File: src/rtl/ra_pkg.sv
package ra_pkg;

    // Alarm pattern bit at position pos (0 = first in time) of a len-bit period.
    function automatic logic alarm_pat_bit(input logic all_ones, input int pos, input int len);
        return all_ones ? 1'b1 : (pos < (len / 2));
    endfunction

endpackage

File: src/rtl/ra_window_match.sv
module ra_window_match #(
    parameter int LEN     = 16,
    parameter int MAX_ERR = 1
) (
    input  logic [LEN-1:0] window,   // bit LEN-1 is the oldest
    input  logic           all_ones,
    output logic           match
);
    import ra_pkg::*;

    localparam int CW = $clog2(LEN + 1);

    logic [LEN-1:0] hit;

    for (genvar k = 0; k < LEN; k++) begin : g_phase
        logic [LEN-1:0] expv;
        logic [CW-1:0]  errs;
        always_comb begin
            expv = '0;
            for (int t = 0; t < LEN; t++) begin
                expv[LEN-1-t] = alarm_pat_bit(all_ones, (t + k) % LEN, LEN);
            end
            errs = CW'($countones(window ^ expv));
        end
        assign hit[k] = (errs <= CW'(MAX_ERR));
    end

    assign match = |hit;

endmodule

File: src/rtl/ra_rx_detect.sv
module ra_rx_detect #(
    parameter int LEN     = 16,
    parameter int MAX_ERR = 1,
    parameter int SET_RUN = 4,
    parameter int CLR_RUN = 4
) (
    input  logic clk,
    input  logic rst_n,
    input  logic all_ones,
    input  logic dl_valid,
    input  logic dl_bit,
    output logic alarm
);
    localparam int PW  = $clog2(LEN);
    localparam int RUN = (SET_RUN > CLR_RUN) ? SET_RUN : CLR_RUN;
    localparam int RW  = $clog2(RUN + 1);

    typedef struct packed {
        logic [LEN-1:0] sr;
        logic [PW-1:0]  pos;
        logic [RW-1:0]  hits;
        logic [RW-1:0]  misses;
        logic           alarm;
    } rx_state_t;

    rx_state_t st_d, st_q;
    logic [LEN-1:0] win_w;
    logic           match_w;

    assign win_w = {st_q.sr[LEN-2:0], dl_bit};

    ra_window_match #(.LEN(LEN), .MAX_ERR(MAX_ERR)) u_match (
        .window   (win_w),
        .all_ones (all_ones),
        .match    (match_w)
    );

    always_comb begin
        st_d = st_q;
        if (dl_valid) begin
            st_d.sr = win_w;
            if (st_q.pos == PW'(LEN - 1)) begin
                st_d.pos = '0;
                if (match_w) begin
                    st_d.misses = '0;
                    if (st_q.hits < RW'(SET_RUN)) st_d.hits = st_q.hits + 1'b1;
                    if (st_d.hits >= RW'(SET_RUN)) st_d.alarm = 1'b1;
                end else begin
                    st_d.hits = '0;
                    if (st_q.misses < RW'(CLR_RUN)) st_d.misses = st_q.misses + 1'b1;
                    if (st_d.misses >= RW'(CLR_RUN)) st_d.alarm = 1'b0;
                end
            end else begin
                st_d.pos = st_q.pos + 1'b1;
            end
        end
    end

    always_ff @(posedge clk) begin
        if (!rst_n) st_q <= '0;
        else        st_q <= st_d;
    end

    assign alarm = st_q.alarm;

endmodule

File: src/rtl/ra_tx_gen.sv
module ra_tx_gen #(
    parameter int LEN = 16
) (
    input  logic clk,
    input  logic rst_n,
    input  logic all_ones,
    input  logic strobe,
    input  logic alarm_en,
    input  logic data_bit,
    output logic dl_out
);
    import ra_pkg::*;

    localparam int PW = $clog2(LEN);

    typedef struct packed {
        logic [PW-1:0] phase;
        logic          out;
    } tx_state_t;

    tx_state_t st_d, st_q;

    always_comb begin
        st_d = st_q;
        if (!alarm_en) st_d.phase = '0;
        if (strobe) begin
            if (alarm_en) begin
                st_d.out   = alarm_pat_bit(all_ones, int'(st_q.phase), LEN);
                st_d.phase = (st_q.phase == PW'(LEN - 1)) ? '0 : st_q.phase + 1'b1;
            end else begin
                st_d.out = data_bit;
            end
        end
    end

    always_ff @(posedge clk) begin
        if (!rst_n) st_q <= '0;
        else        st_q <= st_d;
    end

    assign dl_out = st_q.out;

endmodule

File: src/rtl/t1_remote_alarm.sv
module t1_remote_alarm #(
    parameter int LEN     = 16,
    parameter int MAX_ERR = 1,
    parameter int SET_RUN = 4,
    parameter int CLR_RUN = 4
) (
    input  logic clk,
    input  logic rst_n,
    input  logic mode_jp,
    input  logic dl_valid,
    input  logic dl_bit,
    output logic rx_alarm,
    input  logic tx_strobe,
    input  logic tx_alarm_en,
    input  logic tx_alt_fmt,
    input  logic tx_dl_bit,
    output logic tx_dl_out
);
    logic tx_all_ones;
    assign tx_all_ones = mode_jp & ~tx_alt_fmt;

    ra_rx_detect #(
        .LEN(LEN), .MAX_ERR(MAX_ERR), .SET_RUN(SET_RUN), .CLR_RUN(CLR_RUN)
    ) u_rx (
        .clk      (clk),
        .rst_n    (rst_n),
        .all_ones (mode_jp),
        .dl_valid (dl_valid),
        .dl_bit   (dl_bit),
        .alarm    (rx_alarm)
    );

    ra_tx_gen #(.LEN(LEN)) u_tx (
        .clk      (clk),
        .rst_n    (rst_n),
        .all_ones (tx_all_ones),
        .strobe   (tx_strobe),
        .alarm_en (tx_alarm_en),
        .data_bit (tx_dl_bit),
        .dl_out   (tx_dl_out)
    );

endmodule


File: config.mk
export PLATFORM = sky130hd
export DESIGN_NAME = t1_remote_alarm
export DESIGN_NICKNAME = d
export VERILOG_FILES = /design/src/rtl/ra_pkg.sv /design/src/rtl/ra_window_match.sv /design/src/rtl/ra_rx_detect.sv /design/src/rtl/ra_tx_gen.sv /design/src/rtl/t1_remote_alarm.sv
export SDC_FILE = /design/constraint.sdc
export NUM_CORES = 1
export LEC_CHECK = 0
export CORE_ASPECT_RATIO = 0.7
export CORE_UTILIZATION = 50
export CTS_BUF_LIST = sky130_fd_sc_hd__clkbuf_4
export CTS_CLUSTER_DIAMETER = 40
export DETAILED_ROUTE_END_ITERATION = 16
export HOLD_SLACK_MARGIN = 0.12
export PLACE_DENSITY = 0.74
export SLEW_MARGIN = 20
export SYNTH_ARGS = -nofsm -noshare
export SYNTH_HDL_FRONTEND = slang
export SYNTH_SLANG_ARGS = --single-unit
File: constraint.sdc
create_clock -name clk -period 8.8 [get_ports clk]
set_input_delay 1.32 -clock clk [delete_from_list [all_inputs] [get_ports clk]]
set_output_delay 1.32 -clock clk [all_outputs]
set_load 0.005 [all_outputs]
==> impl_metrics.ini <==
[power_and_ir_drop]
p_seq_share_pct = 13.7
p_switching_uw = 514
peakVddDrop_mv = 0.0927
clockPowerShare_pct = 7.8
swShare_pct = 48.5
power_mw = 1.06
p_per_area_mw_per_mm2 = 137
p_comb_share_pct = 78.5
power.leakage_nw = 3.89
power.internal_uw = 546

[synthesis]
synth_area_mm2 = 0.00731
async_reset_ff_share_pct = 0
synth_edf_count = 0
synthesis.nets = 1028
ys_ff_latch = 31
synth.distinct_cells = 39
syn_area_per_cell_um2 = 9.62
synth_ff_type = dfxtp_1
ys_seq_area_share_pct = 8.49
synthCells = 760
ys.warnings.count = 0

[setup_path]
worstPathMaxFanout = 10
required_ns = 9.01
critPathArrivalTime_ns = 7.52
crit_type = input pin to flip-flop
start_kind = input pin
cp-end-kind = flip-flop

[finish]
fin_util_pct = 54.9
final_cell_mix = inv_1, fa_1, ha_1
diodes = 0
mostFrequentLayoutCell = inv_1
drive_above_1_share_pct = 3.09
fillers = 1247
area_delta_synth_final_pct = 5.78
num-nets-final = 1044

[clock_network]
htree_levels = 2
cts_tree = built
clock_latency_ns = 0.32
clock_sinks = 31
cts_buffers = 5
root_buffer = clkbuf_4
post_cts_buffers = 0
path_clk_slew_ns = 0.09
post_cts_resized = 0
clockBufferDepth = 2
hold_buffers = 0

[floorplanning]
ios = 11
rows = 36
core-area_mm2 = 0.0141
die_w_um = 147
fp.dieArea_mm2 = 0.0151
die_h_um = 103
start_util_pct = 51.9

[timing]
fin_skew_ns = 0.00718
rsz0062_at_grt = false
slew_violations = 0
tightestPinTransition_ns = 1.04
setup_tns_ns = 0
fmax_mhz = 137
slew_headroom_pct = 30.2
min_period_ns = 7.30
holdWs_ns = 0.503
hold_viol = 0
post-route-period-util_pct = 83.0
finalSetupViolCount = 0

[drt]
drcViolationCount = 0
first_pass_iters = 5
vias = 4843
wl_per_cell_um = 15.8
first_iter_violations = 300
routed_wl_mm = 15.3
via_per_inst = 5.01
ant_nets = 0

[grt]
grt_pass1_vias = 4882
grt_use_total_pct = 21.8
grt_pass1_wl_mm = 25.4
grt_antenna_before_repair = 0
grt_overflow_total = 0
grt_max_degree = 25

[run]
drv_cap = 0

[placement]
place.gp.congestion = 0.973
dp_hpwl_mm = 13.7
io_buffers = 10

[status]
status = finished clean

[hold_path]
hp-class = flip-flop to flip-flop
worst max-delay path: stages:
cell and delay [ns]:
clkdlybuf4s50_1 0.82, xor2_1 0.72, inv_1 0.29, fa_1 0.57
inv_1 0.05, ha_1 0.17, ha_1 0.28, inv_1 0.06
fa_1 0.51, inv_1 0.06, fa_1 0.48, fa_1 0.55
inv_1 0.07, fa_1 0.43, nand2b_1 0.18, nand2b_1 0.07
a21oi_1 0.07, xor2_1 0.14, and3_1 0.26, o31ai_1 0.33
nor2_1 0.09
routing by layer:
metal  vias up  wire (µm)  global-route usage [%]
met5         -          0                       0
met4         0         99                    2.16
met3        13       1290                    4.56
met2       132       6410                    33.3
met1      2374       7530                    33.0
li1       2324          -                       -
logic make-up after synthesis:
family / synth area share (%)
buffers and inverters: 12.9
xor gates and xnor gates: 3.71
AOI/OAI and AO/OA: 3.61
and+or+nand+nor: 9.39
adders and majority gates: 59.2
DFF: 8.49
muxes: 2.74
cell type report:
type	count	area, µm²	share of cell area, %
Clock buffer	7	52.6	0.679
Clock inverter	1	5.00	0.0647
Inverter	238	893	11.5
Multi-Input combinational cell	480	5750	74.3
Sequential cell	31	621	8.02
Tap cell	190	238	3.07
Timing Repair Buffer	20	175	2.26
state kept, by name, summed over array words and instances (netlist names):
| name | cells |
|---|---|
| u_rx.alarm | 1 |
| u_rx.st_q | 25 |
| u_tx.dl_out | 1 |
| u_tx.st_q | 4 |
power by group through the flow:
stage                     Sequential (mW)  Clock, mW  Combinational [mW]
final                               0.145     0.0829               0.831
after global routing                0.145     0.0915               0.967
after CTS                           0.145     0.0861               0.840
after detailed placement            0.148          0               0.834
after global placement              0.148          0               0.800
after floorplan                     0.148          0               0.636
synthesized netlist by cell type, drive strengths merged (5+ instances only):
| master | n | share of area (%) |
|---|---|---|
| nor3b | 10 | 1.1 |
| clkbuf | 7 | 0.38 |
| o21ai | 6 | 0.41 |
| nand3 | 7 | 0.55 |
| xnor2 | 10 | 1.2 |
| nand4 | 10 | 0.86 |
| a211oi | 5 | 0.58 |
| nor3 | 5 | 0.34 |
| a31oi | 5 | 0.43 |
| nor2 | 38 | 2.0 |
| inv | 238 | 12 |
| xor2 | 21 | 2.5 |
| nand3b | 7 | 0.72 |
| a21o | 5 | 0.51 |
| nand2 | 27 | 1.4 |
| fa | 145 | 40 |
| ha | 114 | 20 |
| a21oi | 15 | 1.1 |
| dfxtp | 31 | 8.5 |
| mux2i | 20 | 2.7 |
final timing paths:
| check | from | endpoint | slack [ns] | cells past startpoint |
|---|---|---|---|---|
| min reg2reg | u_rx.st_q[4] | u_rx.st_q[4] | 0.50 | 2 |
| max reg2reg | u_rx.st_q[16] | u_rx.st_q[6] | 2.73 | 20 |
| min | u_rx.st_q[4] | u_rx.st_q[4] | 0.50 | 2 |
| max | mode_jp | u_rx.st_q[6] | 1.50 | 21 |
stage by stage:
| stage | instance area [µm²] | worst slack [ns] | cells |
|---|---|---|---|
| CTS | 7740 | 1.53 | 967 |
| detailed placement | 7680 | 1.18 | 959 |
| global placement | 7680 | 1.34 | 959 |
| global route | 7740 | 1.18 | 967 |
| floorplan | 7310 | 2.12 | 760 |
| finish | 7740 | 1.50 | 967 |
Power figures use the tool's default switching activity.
